### config.mk
export PLATFORM = sky130hd
export DESIGN_NAME = smc_bank_ctrl
export DESIGN_NICKNAME = d
export VERILOG_FILES = /design/src/rtl/smc_pkg.sv /design/src/rtl/smc_seq.sv /design/src/rtl/smc_path.sv /design/src/rtl/smc_bank_ctrl.sv
export SDC_FILE = /design/constraint.sdc
export NUM_CORES = 1
export LEC_CHECK = 0
export BUFFER_PORTS_ARGS = -buffer_cell sky130_fd_sc_hd__buf_2
export CORE_AREA = 2 2 132 134
export CTS_CLUSTER_DIAMETER = 120
export DETAILED_ROUTE_END_ITERATION = 8
export DIE_AREA = 0 0 134 136
export PLACE_DENSITY = 0.85
export SLEW_MARGIN = 40
export SYNTH_ARGS = -nofsm -noshare
export SYNTH_HDL_FRONTEND = slang
export SYNTH_SLANG_ARGS = --single-unit
export TNS_END_PERCENT = 30
### constraint.sdc
create_clock -name clk -period 5.9 [get_ports clk]
set_clock_uncertainty 0.1 [all_clocks]
set_input_delay 0.295 -clock clk [delete_from_list [all_inputs] [get_ports clk]]
set_output_delay 0.295 -clock clk [all_outputs]
set_load 0.02 [all_outputs]
### src/rtl/smc_pkg.sv
package smc_pkg;

  localparam int SMC_CNT_W = 5;

  typedef struct packed {
    logic [SMC_CNT_W-1:0] setupCyc;
    logic [SMC_CNT_W-1:0] pulseCyc;
    logic [SMC_CNT_W-1:0] holdCyc;
    logic [SMC_CNT_W-1:0] pageCyc;
    logic [SMC_CNT_W-1:0] waitCyc;
  } bankTiming_t;

  typedef struct packed {
    logic [1:0] devWidth;
    logic       byteSel;
    logic       pageOn;
    logic [1:0] pageSize;
  } bankShape_t;

  typedef struct packed {
    bankTiming_t tim;
    bankShape_t  shp;
  } bankCfg_t;

  localparam int CFG_W = $bits(bankCfg_t);

  typedef struct packed {
    logic busy;
    logic load;
    logic advance;
    logic capture;
    logic strobe;
    logic finish;
  } seqCtl_t;

  typedef struct packed {
    logic lastBeat;
    logic pageNext;
  } seqStat_t;

endpackage

### src/rtl/smc_seq.sv
module smc_seq
  import smc_pkg::*;
(
  input  logic        clk,
  input  logic        rst,
  input  logic        reqValid,
  input  logic        extWait,
  input  bankTiming_t tim,
  input  seqStat_t    stat,
  output seqCtl_t     ctl
);

  localparam int LEN_CW = SMC_CNT_W + 1;

  typedef enum logic [1:0] {PH_IDLE, PH_SETUP, PH_PULSE, PH_HOLD} phase_t;

  phase_t              ph, phNext;
  logic [LEN_CW-1:0]   cnt, cntNext;
  logic [LEN_CW-1:0]   fullLen, pageLen;
  logic                beatEnd, beatStart;

  always_comb begin
    fullLen = ((tim.pulseCyc == '0) ? LEN_CW'(1) : LEN_CW'(tim.pulseCyc)) + LEN_CW'(tim.waitCyc);
    pageLen = ((tim.pageCyc == '0) ? LEN_CW'(1) : LEN_CW'(tim.pageCyc)) + LEN_CW'(tim.waitCyc);
  end

  always_comb begin
    phNext     = ph;
    cntNext    = cnt;
    ctl        = '0;
    ctl.busy   = (ph != PH_IDLE);
    ctl.strobe = (ph == PH_PULSE);
    beatEnd    = 1'b0;
    beatStart  = 1'b0;
    unique case (ph)
      PH_IDLE: begin
        if (reqValid) begin
          ctl.load  = 1'b1;
          beatStart = 1'b1;
        end
      end
      PH_SETUP: begin
        if (cnt == LEN_CW'(1)) begin
          phNext  = PH_PULSE;
          cntNext = fullLen;
        end else begin
          cntNext = cnt - LEN_CW'(1);
        end
      end
      PH_PULSE: begin
        if (!extWait) begin
          if (cnt == LEN_CW'(1)) begin
            ctl.capture = 1'b1;
            if (!stat.lastBeat && stat.pageNext) begin
              ctl.advance = 1'b1;
              cntNext     = pageLen;
            end else if (tim.holdCyc != '0) begin
              phNext  = PH_HOLD;
              cntNext = LEN_CW'(tim.holdCyc);
            end else begin
              beatEnd = 1'b1;
            end
          end else begin
            cntNext = cnt - LEN_CW'(1);
          end
        end
      end
      PH_HOLD: begin
        if (cnt == LEN_CW'(1)) beatEnd = 1'b1;
        else                   cntNext = cnt - LEN_CW'(1);
      end
      default: ;
    endcase

    if (beatEnd) begin
      if (stat.lastBeat) begin
        phNext     = PH_IDLE;
        ctl.finish = 1'b1;
      end else begin
        ctl.advance = 1'b1;
        beatStart   = 1'b1;
      end
    end

    if (beatStart) begin
      if (tim.setupCyc != '0) begin
        phNext  = PH_SETUP;
        cntNext = LEN_CW'(tim.setupCyc);
      end else begin
        phNext  = PH_PULSE;
        cntNext = fullLen;
      end
    end
  end

  always_ff @(posedge clk) begin
    if (rst) begin
      ph  <= PH_IDLE;
      cnt <= '0;
    end else begin
      ph  <= phNext;
      cnt <= cntNext;
    end
  end

endmodule

### src/rtl/smc_path.sv
module smc_path
  import smc_pkg::*;
#(
  parameter int NUM_BANKS = 4,
  parameter int ADDR_W    = 26,
  parameter int DATA_W    = 32,
  parameter int LEN_W     = 4,
  localparam int LANES    = DATA_W / 8,
  localparam int BANK_W   = (NUM_BANKS > 1) ? $clog2(NUM_BANKS) : 1
) (
  input  logic                       clk,
  input  logic                       rst,
  input  seqCtl_t                    ctl,
  input  logic                       reqWrite,
  input  logic [BANK_W-1:0]          reqBank,
  input  logic [ADDR_W-1:0]          reqAddr,
  input  logic [LEN_W-1:0]           reqLen,
  input  logic [DATA_W-1:0]          reqWdata,
  input  logic [LANES-1:0]           reqBe,
  input  logic [NUM_BANKS*CFG_W-1:0] bankCfg,
  input  logic [DATA_W-1:0]          memDataIn,
  output bankTiming_t                curTim,
  output seqStat_t                   stat,
  output logic [NUM_BANKS-1:0]       memCs,
  output logic [ADDR_W-1:0]          memAddr,
  output logic                       memRe,
  output logic [LANES-1:0]           memWe,
  output logic [LANES-1:0]           memBs,
  output logic [DATA_W-1:0]          memDataOut,
  output logic                       memDataOe,
  output logic [DATA_W-1:0]          rdData,
  output logic                       rdValid,
  output logic                       done
);

  bankCfg_t            cfgArr [NUM_BANKS];
  bankCfg_t            curCfg;
  logic [BANK_W-1:0]   bankQ, selBank;
  logic [ADDR_W-1:0]   addrQ, nextAddr, pageMask;
  logic [DATA_W-1:0]   wdataQ, dataMask;
  logic [LANES-1:0]    beQ, laneMask;
  logic                writeQ;
  logic [LEN_W-1:0]    beatsQ;
  logic [2:0]          beatBytes;
  logic                wrPulse;

  for (genvar b = 0; b < NUM_BANKS; b++) begin : g_cfg
    assign cfgArr[b] = bankCfg[b*CFG_W +: CFG_W];
  end

  assign selBank = ctl.busy ? bankQ : reqBank;
  assign curCfg  = cfgArr[selBank];
  assign curTim  = curCfg.tim;

  always_comb begin
    unique case (curCfg.shp.devWidth)
      2'd0:    beatBytes = 3'd1;
      2'd1:    beatBytes = 3'd2;
      default: beatBytes = 3'd4;
    endcase
    unique case (curCfg.shp.pageSize)
      2'd0:    pageMask = ADDR_W'(3);
      2'd1:    pageMask = ADDR_W'(7);
      2'd2:    pageMask = ADDR_W'(15);
      default: pageMask = ADDR_W'(31);
    endcase
  end

  assign nextAddr      = addrQ + ADDR_W'(beatBytes);
  assign stat.lastBeat = (beatsQ == LEN_W'(1));
  assign stat.pageNext = !writeQ && curCfg.shp.pageOn && ((nextAddr & pageMask) != '0);

  assign wrPulse = ctl.strobe && writeQ;

  for (genvar g = 0; g < LANES; g++) begin : g_lane
    assign laneMask[g] = (beatBytes > 3'(g));
    assign dataMask[g*8 +: 8] = {8{laneMask[g]}};
    assign memBs[g] = ctl.busy && curCfg.shp.byteSel && laneMask[g] && (writeQ ? beQ[g] : 1'b1);
    if (g == 0) begin : g_first
      assign memWe[g] = wrPulse && (curCfg.shp.byteSel || (beQ[g] && laneMask[g]));
    end else begin : g_rest
      assign memWe[g] = wrPulse && !curCfg.shp.byteSel && beQ[g] && laneMask[g];
    end
  end

  for (genvar b = 0; b < NUM_BANKS; b++) begin : g_cs
    assign memCs[b] = ctl.busy && (bankQ == BANK_W'(b));
  end

  assign memAddr    = addrQ;
  assign memRe      = ctl.strobe && !writeQ;
  assign memDataOut = wdataQ;
  assign memDataOe  = ctl.busy && writeQ;

  always_ff @(posedge clk) begin
    if (rst) begin
      bankQ   <= '0;
      addrQ   <= '0;
      wdataQ  <= '0;
      beQ     <= '0;
      writeQ  <= 1'b0;
      beatsQ  <= LEN_W'(1);
      rdData  <= '0;
      rdValid <= 1'b0;
      done    <= 1'b0;
    end else begin
      if (ctl.load) begin
        bankQ  <= reqBank;
        addrQ  <= reqAddr;
        wdataQ <= reqWdata;
        beQ    <= reqBe;
        writeQ <= reqWrite;
        beatsQ <= (reqWrite || reqLen == '0) ? LEN_W'(1) : reqLen;
      end else if (ctl.advance) begin
        addrQ  <= nextAddr;
        beatsQ <= beatsQ - LEN_W'(1);
      end
      rdValid <= ctl.capture && !writeQ;
      if (ctl.capture && !writeQ) rdData <= memDataIn & dataMask;
      done <= ctl.finish;
    end
  end

endmodule

### src/rtl/smc_bank_ctrl.sv
module smc_bank_ctrl
  import smc_pkg::*;
#(
  parameter int NUM_BANKS = 4,
  parameter int ADDR_W    = 26,
  parameter int DATA_W    = 32,
  parameter int LEN_W     = 4,
  localparam int LANES    = DATA_W / 8,
  localparam int BANK_W   = (NUM_BANKS > 1) ? $clog2(NUM_BANKS) : 1
) (
  input  logic                       clk,
  input  logic                       rst,
  input  logic                       reqValid,
  output logic                       reqReady,
  input  logic                       reqWrite,
  input  logic [BANK_W-1:0]          reqBank,
  input  logic [ADDR_W-1:0]          reqAddr,
  input  logic [LEN_W-1:0]           reqLen,
  input  logic [DATA_W-1:0]          reqWdata,
  input  logic [LANES-1:0]           reqBe,
  input  logic [NUM_BANKS*CFG_W-1:0] bankCfg,
  input  logic                       extWait,
  output logic [NUM_BANKS-1:0]       memCs,
  output logic [ADDR_W-1:0]          memAddr,
  output logic                       memRe,
  output logic [LANES-1:0]           memWe,
  output logic [LANES-1:0]           memBs,
  output logic [DATA_W-1:0]          memDataOut,
  output logic                       memDataOe,
  input  logic [DATA_W-1:0]          memDataIn,
  output logic [DATA_W-1:0]          rdData,
  output logic                       rdValid,
  output logic                       done
);

  seqCtl_t     ctl;
  seqStat_t    stat;
  bankTiming_t curTim;

  assign reqReady = !ctl.busy;

  smc_seq u_seq (
    .clk      (clk),
    .rst      (rst),
    .reqValid (reqValid),
    .extWait  (extWait),
    .tim      (curTim),
    .stat     (stat),
    .ctl      (ctl)
  );

  smc_path #(
    .NUM_BANKS (NUM_BANKS),
    .ADDR_W    (ADDR_W),
    .DATA_W    (DATA_W),
    .LEN_W     (LEN_W)
  ) u_path (
    .clk        (clk),
    .rst        (rst),
    .ctl        (ctl),
    .reqWrite   (reqWrite),
    .reqBank    (reqBank),
    .reqAddr    (reqAddr),
    .reqLen     (reqLen),
    .reqWdata   (reqWdata),
    .reqBe      (reqBe),
    .bankCfg    (bankCfg),
    .memDataIn  (memDataIn),
    .curTim     (curTim),
    .stat       (stat),
    .memCs      (memCs),
    .memAddr    (memAddr),
    .memRe      (memRe),
    .memWe      (memWe),
    .memBs      (memBs),
    .memDataOut (memDataOut),
    .memDataOe  (memDataOe),
    .rdData     (rdData),
    .rdValid    (rdValid),
    .done       (done)
  );

endmodule

==> flow_summary.yaml, run 1 <==
critical_path:
  worstPathRequired_ns: 6.06
  endpoint_kind: "flop"
  worstReg2RegStart: "u_seq.ph[1]$_SDFF_PP0_"
  crit_slowest_cell: "mux4_2"
  crit_top_cell: "ha_1"
  path_max_fanout: 18
  critPathLaunchType: "flop"
  r2r_setup_slack_ns: 0.45
  cp_slowest_stage_delay_ns: 0.53
  startpoint: "u_seq.ph[1]$_SDFF_PP0_"
  setup.worst_path.class: "flop to flop"
  crit_chain: "inv_1, ha_1, mux2i_4, mux4_2, or2_2, ha_1, ha_1, xor2_1, o31ai_1, a311oi_1, o211a_1, o31a_1, o21ai_2, buf_12, nor4b_1, xnor2_1, a211oi_1"
  r2r_cells: 17
  r2r-end: "u_path.memAddr[18]$_SDFFE_PP0P_"
  crit_arrival_ns: 5.61
  crit_path_end: "u_path.memAddr[18]$_SDFFE_PP0P_"
logic_synthesis:
  synth_xor_area_share_pct: 5.20
  yosysUniqueCellTypes: 61
  ys.warnings.count: 0
  yosys.area_share.simple_pct: 22.9
  syn_nets: 1039
  synth_top_family_by_area: "simple AND/OR/NAND/NOR gates"
  synthFlopType: "dfxtp_1"
  synth_area_per_cell_sq_um: 8.37
  syn_inst: 784
  synth.mux.area_fraction_pct: 11.8
  synthArstFlopShare_pct: 0
  ys_seq_area_share_pct: 33.8
  yosys.area_share.adder_pct: 5.30
  netlist_area_sq_um: 6570
  synth-edff-count: 0
  synth-compound-area-share_pct: 16.4
  ys_ff_latch: 111
global_route:
  first_global_vias: 6554
  grt_overflow: 0
  grt_usage_pct: 23.5
  grt_pass1_wl_um: 33900
  antenna_found_initial: 2
  grt_max_degree: 69
cts:
  cts_resized: 0
  cts_buffer_depth: 2
  post_cts_buffers: 0
  clkSinkCount: 111
  root_buffer: "clkbuf_16"
  path_clk_slew_ns: 0.07
  cts_made_buffers: 9
  cts_hold_buffers: 0
  cts_max_level: 3
  cts_tree: "built"
  insertion_delay_ns: 0.35
pwr:
  powerDensity_nw_per_um2: 243
  leakagePower_nw: 3.96
  ir_drop_v: 0.000198
layout:
  register_area_sq_um: 2220
  nNetsFinal: 1340
  fillers: 1587
  drive_gt1_share_pct: 37.4
  multi_input_area_sq_um: 4080
  syn2layout_area_growth_pct: 32.5
  final_cells: 1316
place:
  place_inst: 1299
  port_buffers: 335
  routabilityCongestion: 0.949
  dp_hpwl_um: 17400
detailed_routing:
  num_vias: 7043
  drt_first_pass_iters: 5
  route.detailed.drc: 0
  routedWlPerCell_um: 17.0
  final_antenna_net_count: 0
  vias_per_cell: 5.35
  drtIter0Drc: 498
  drt-total-wl_um: 22400
timing:
  setup_violations: 0
  timing.fmax_mhz: 183
  fin_crit_sh_pct: 92.4
  period_minus_slack_ns: 5.45
  setup_tns_ns: 0
  rsz0062_at_grt: "no"
  finalHoldViolCount: 0
  relSlewSlack_pct: 52.6
  report.final.slew_viol_count: 0
  tightestPinTransition_ns: 0.711
die:
  die_h_um: 136
  dieArea_sq_um: 18200
  rows: 48
  fp.dieW_um: 134
  core-area_sq_um: 16900
  pin_count: 336
  start_util_pct: 38.9
job:
  drv_cap: 0
min_path:
  hold_class: "primary input to flop"
outcome:
  status: "finished clean"
-- cell usage after synthesis, types with 3 or more instances --
cell | number | area share (%)
dfxtp_1 | 111 | 34
nand4b_1 | 3 | 0.40
nand2_1 | 144 | 8.2
nor4_2 | 5 | 0.95
o2111ai_1 | 4 | 0.53
ha_1 | 23 | 4.4
xor2_1 | 12 | 1.6
a211oi_1 | 26 | 3.0
nor3_1 | 19 | 1.4
o31ai_1 | 3 | 0.34
a21oi_1 | 96 | 7.3
a22o_1 | 5 | 0.67
nand2b_1 | 6 | 0.57
o211ai_1 | 6 | 0.69
nor2_1 | 62 | 3.5
buf_2 | 5 | 0.38
nor4b_1 | 5 | 0.67
mux4_2 | 28 | 9.6
or2_2 | 3 | 0.29
and2_1 | 7 | 0.67
a21o_1 | 4 | 0.46
nand3_1 | 21 | 1.6
buf_1 | 4 | 0.23
and3_1 | 10 | 0.95
clkbuf_1 | 43 | 2.5
o311ai_1 | 3 | 0.40
fa_1 | 3 | 0.91
nor4_1 | 4 | 0.38
and3b_1 | 3 | 0.40
nor2b_1 | 6 | 0.57
o21ai_0 | 7 | 0.53
nand3b_1 | 9 | 1.0
o21ai_1 | 3 | 0.23
mux2i_1 | 11 | 1.7
xnor2_1 | 27 | 3.6
inv_1 | 21 | 1.2
nor3b_1 | 3 | 0.34
-- cells in the final DEF (no fill, tap or decap), drive strengths merged, types with 5 or more instances in the layout --
| master | n |
|---|---|
| dfxtp | 111 |
| buf | 344 |
| and3 | 10 |
| a211oi | 26 |
| nand3 | 21 |
| nor3 | 19 |
| xor2 | 12 |
| clkbuf | 11 |
| nor2b | 6 |
| nand2b | 6 |
| and2 | 7 |
| nand3b | 9 |
| ha | 23 |
| mux2i | 12 |
| nand2 | 144 |
| o211ai | 6 |
| nor4 | 9 |
| nor2 | 63 |
| a22o | 5 |
| xnor2 | 27 |
| a21oi | 96 |
| inv | 22 |
| nor4b | 5 |
| mux4 | 28 |
| o21ai | 11 |
-- worst min-delay path by stage --
stage | start | to | slack, ns | cells past startpoint
CTS | memDataIn[4] | u_path.rdData[4]$_SDFFE_PP0P_ | 0.06 | 3
global route | memDataIn[4] | u_path.rdData[4]$_SDFFE_PP0P_ | 0.07 | 3
floorplan | reqLen[1] | u_path.beatsQ[1]$_SDFFE_PP0P_ | 0.33 | 1
detailed placement | u_path.rdData[30]$_SDFFE_PP0P_ | u_path.rdData[30]$_SDFFE_PP0P_ | 0.34 | 2
global placement | u_path.rdData[17]$_SDFFE_PP0P_ | u_path.rdData[17]$_SDFFE_PP0P_ | 0.34 | 2
finish | memDataIn[4] | u_path.rdData[4]$_SDFFE_PP0P_ | 0.08 | 3
-- metal layers --
layer	vias up	wire length, um	GRT usage (%)
met5	-	0	0
met4	0	427	6.74
met3	41	2210	8.46
met2	323	10500	38.5
met1	3304	9220	29.0
li1	3375	-	-
-- state kept, by name, summed over array words and instances (netlist names) --
register	flops
u_path.bankQ	2
u_path.beQ	4
u_path.beatsQ	4
u_path.done	1
u_path.memAddr	26
u_path.memDataOut	32
u_path.rdData	32
u_path.rdValid	1
u_path.writeQ	1
u_seq.cnt	6
u_seq.ph	2
-- metrics by stage --
stage	total power, W	worst slack, ns	area [sq um]	util [%]	hold slack, ns
floorplan	0.00131	0.0566	6570	-	0.328
global placement	0.00153	0.699	8420	49.9	0.336
detailed placement	0.00155	0.498	8420	49.9	0.342
CTS	0.00213	0.486	8690	51.5	0.0585
global route	0.00223	0.00359	8690	51.5	0.0665
finish	0.00212	0.448	8700	51.5	0.0757
-- layout make-up --
cell class                 count  area share [%]
sequential                   111            25.5
multi-input combinational    598            46.9
inverter                      21           0.906
tap                          225            3.24
antenna                        2          0.0575
clock inverter                 4           0.360
clock buffer                  11            2.79
timing repair buffer         344            20.2
-- worst max-delay path, delay by kind of cell (launching register included) --
| family | cells | cell delay, ns |
|---|---|---|
| AO/OA/AOI/OAI | 6 | 1.42 |
| adder cells (fa/ha/maj) | 3 | 1.16 |
| multiplexers | 2 | 0.87 |
| AND/OR/NAND/NOR | 2 | 0.79 |
| flip-flops | 1 | 0.35 |
| buffers and inverters | 2 | 0.35 |
| XOR/XNOR | 2 | 0.34 |
-- power breakdown --
part	total [W]	switching (W)	internal [W]
Sequential	0.000834	0.0000413	0.000793
Clock	0.000581	0.000282	0.000299
Combinational	0.000703	0.000396	0.000307
-- kinds of logic after synthesis --
family          Yosys count
flops                   111
buf+inv                  75
compound gates          175
xor+xnor                 39
mux                      42
fa+ha+maj                26
simple gates            316
No activity file was read; power rests on OpenSTA's default activity.
==> run 2: changes to the inputs <==
--- a/config.mk
+++ b/config.mk
@@ -11,6 +11,7 @@
 export DETAILED_ROUTE_END_ITERATION = 8
 export DIE_AREA = 0 0 134 136
 export PLACE_DENSITY = 0.85
+export RECOVER_POWER = 100
 export SLEW_MARGIN = 40
 export SYNTH_ARGS = -nofsm -noshare
 export SYNTH_HDL_FRONTEND = slang
==> flow_summary.yaml, run 2 (synthesis results as in run 1) <==
timing:
  setup_violations: 0
  rsz0062_at_grt: "no"
  finalHoldViolCount: 0
  setup_tns_ns: 0
  timing.fmax_mhz: 180
  period_minus_slack_ns: 5.55
  report.final.slew_viol_count: 34
  fin_crit_sh_pct: 94.0
  tightestPinTransition_ns: 1.85
  relSlewSlack_pct: -23.5
critical_path:
  crit_family: "buffers and inverters"
  path_max_fanout: 33
  critPathLaunchType: "flop"
  cp_slowest_stage_delay_ns: 1.36
  crit_arrival_ns: 5.71
  worst-path-buf-inv: 3
  endpoint_kind: "flop"
  setup.worst_path.class: "flop to flop"
  worstPathRequired_ns: 6.07
  crit_slowest_cell: "clkbuf_1"
  crit_chain: "inv_1, ha_1, mux2i_4, clkbuf_1, mux4_2, or4_4, nor2_1, o31a_1, o21ai_2, buf_12, nor4b_1, xnor2_1, a211oi_1"
cts:
  cts_made_buffers: 9
  clkSinkCount: 111
  path_clk_slew_ns: 0.07
  cts_buffer_depth: 2
  post_cts_buffers: 0
  cts_max_level: 3
  cts_hold_buffers: 0
  cts_tree: "built"
  insertion_delay_ns: 0.35
  root_buffer: "clkbuf_16"
  cts_resized: 0
layout:
  nNetsFinal: 1340
  fin_util_pct: 50.5
  syn2layout_area_growth_pct: 29.7
  layout_common_cells: "buf_2, nand2_1, dfxtp_1"
  final_cells: 1316
  final_common_cell: "buf_2"
  drive_gt1_share_pct: 26.9
pwr:
  internal-power_w: 0.00139
  powerDensity_nw_per_um2: 247
  switchingPower_w: 0.000718
  switching_share_pct: 34.1
  seq_power_share_pct: 39.6
  leakagePower_nw: 3.52
  p_comb_share_pct: 32.8
  clkPwrFrac_pct: 27.6
  ir_drop_v: 0.000198
  power_w: 0.00211
outcome:
  status: "finished, violations left"
  violations: "capacitance limit, slew limit"
die:
  die_h_um: 136
  start_util_pct: 38.9
  rows: 48
  pin_count: 336
  core-area_sq_um: 16900
  dieArea_sq_um: 18200
  fp.dieW_um: 134
place:
  dp_hpwl_um: 17400
  place_inst: 1299
  routabilityCongestion: 0.949
  port_buffers: 335
detailed_routing:
  drt-total-wl_um: 22400
  vias_per_cell: 5.33
  routedWlPerCell_um: 17.0
  drtIter0Drc: 508
  final_antenna_net_count: 0
  num_vias: 7011
  route.detailed.drc: 0
  drt_first_pass_iters: 5
job:
  drv_cap: 1
global_route:
  grt_max_degree: 69
  antenna_found_initial: 2
  grt_usage_pct: 23.5
  first_global_vias: 6554
  grt_overflow: 0
  grt_pass1_wl_um: 33900
min_path:
  hold_class: "primary input to flop"
==> run 2: cell type report <==
class / count / area [sq um]
Antenna cell: 2 / 5.00
Clock buffer: 11 / 243
Clock inverter: 4 / 31.3
Fill cell: 1668 / 8360
Inverter: 21 / 78.8
Multi-Input combinational cell: 598 / 4030
Sequential cell: 111 / 2220
Tap cell: 225 / 282
Timing Repair Buffer: 344 / 1620
==> run 2: power by group through the flow <==
stage	sequential [W]	clock, W	combinational (W)
after floorplan	0.000881	0	0.000430
after global placement	0.000848	0	0.000684
after detailed placement	0.000850	0	0.000696
after CTS	0.000833	0.000599	0.000700
after global routing	0.000841	0.000626	0.000755
final	0.000835	0.000581	0.000691
==> run 2: path summary, 6_finish.rpt <==
kind	start	endpoint	slack, ns	cells after the start
worst max-delay path	u_seq.ph[1]$_SDFF_PP0_	u_path.memAddr[24]$_SDFFE_PP0P_	0.35	13
worst min-delay path	reqLen[1]	u_path.beatsQ[1]$_SDFFE_PP0P_	0.08	2
worst max register to register	u_seq.ph[1]$_SDFF_PP0_	u_path.memAddr[24]$_SDFFE_PP0P_	0.35	13
worst min register to register	u_path.rdData[30]$_SDFFE_PP0P_	u_path.rdData[30]$_SDFFE_PP0P_	0.35	2
==> run 2: per-stage QoR <==
| step | hold WS (ns) | cell area (sq um) | worst slack (ns) |
|---|---|---|---|
| floorplan | 0.328 | 6570 | 0.0566 |
| global placement | 0.336 | 8420 | 0.699 |
| detailed placement | 0.342 | 8420 | 0.498 |
| CTS | 0.0585 | 8690 | 0.486 |
| global route | 0.0665 | 8510 | 0.0150 |
| finish | 0.0754 | 8510 | 0.354 |
==> run 2: metal layers <==
| metal | GRT usage, % | up-vias | share of wire [%] |
|---|---|---|---|
| met1 | 29.0 | 3283 | 41 |
| met4 | 6.74 | 0 | 1.8 |
| met5 | 0 | - | 0 |
| met2 | 38.5 | 306 | 48 |
| met3 | 8.46 | 43 | 9.2 |
| li1 | - | 3379 | - |
==> run 2: worst register-to-register path, stage by stage, from the launching register on <==
cell	delay (ns)
dfxtp_1	0.35
inv_1	0.13
ha_1	0.26
mux2i_4	0.31
clkbuf_1	1.36
mux4_2	0.52
or4_4	0.55
nor2_1	0.32
o31a_1	0.41
o21ai_2	0.21
buf_12	0.21
nor4b_1	0.43
xnor2_1	0.11
a211oi_1	0.22
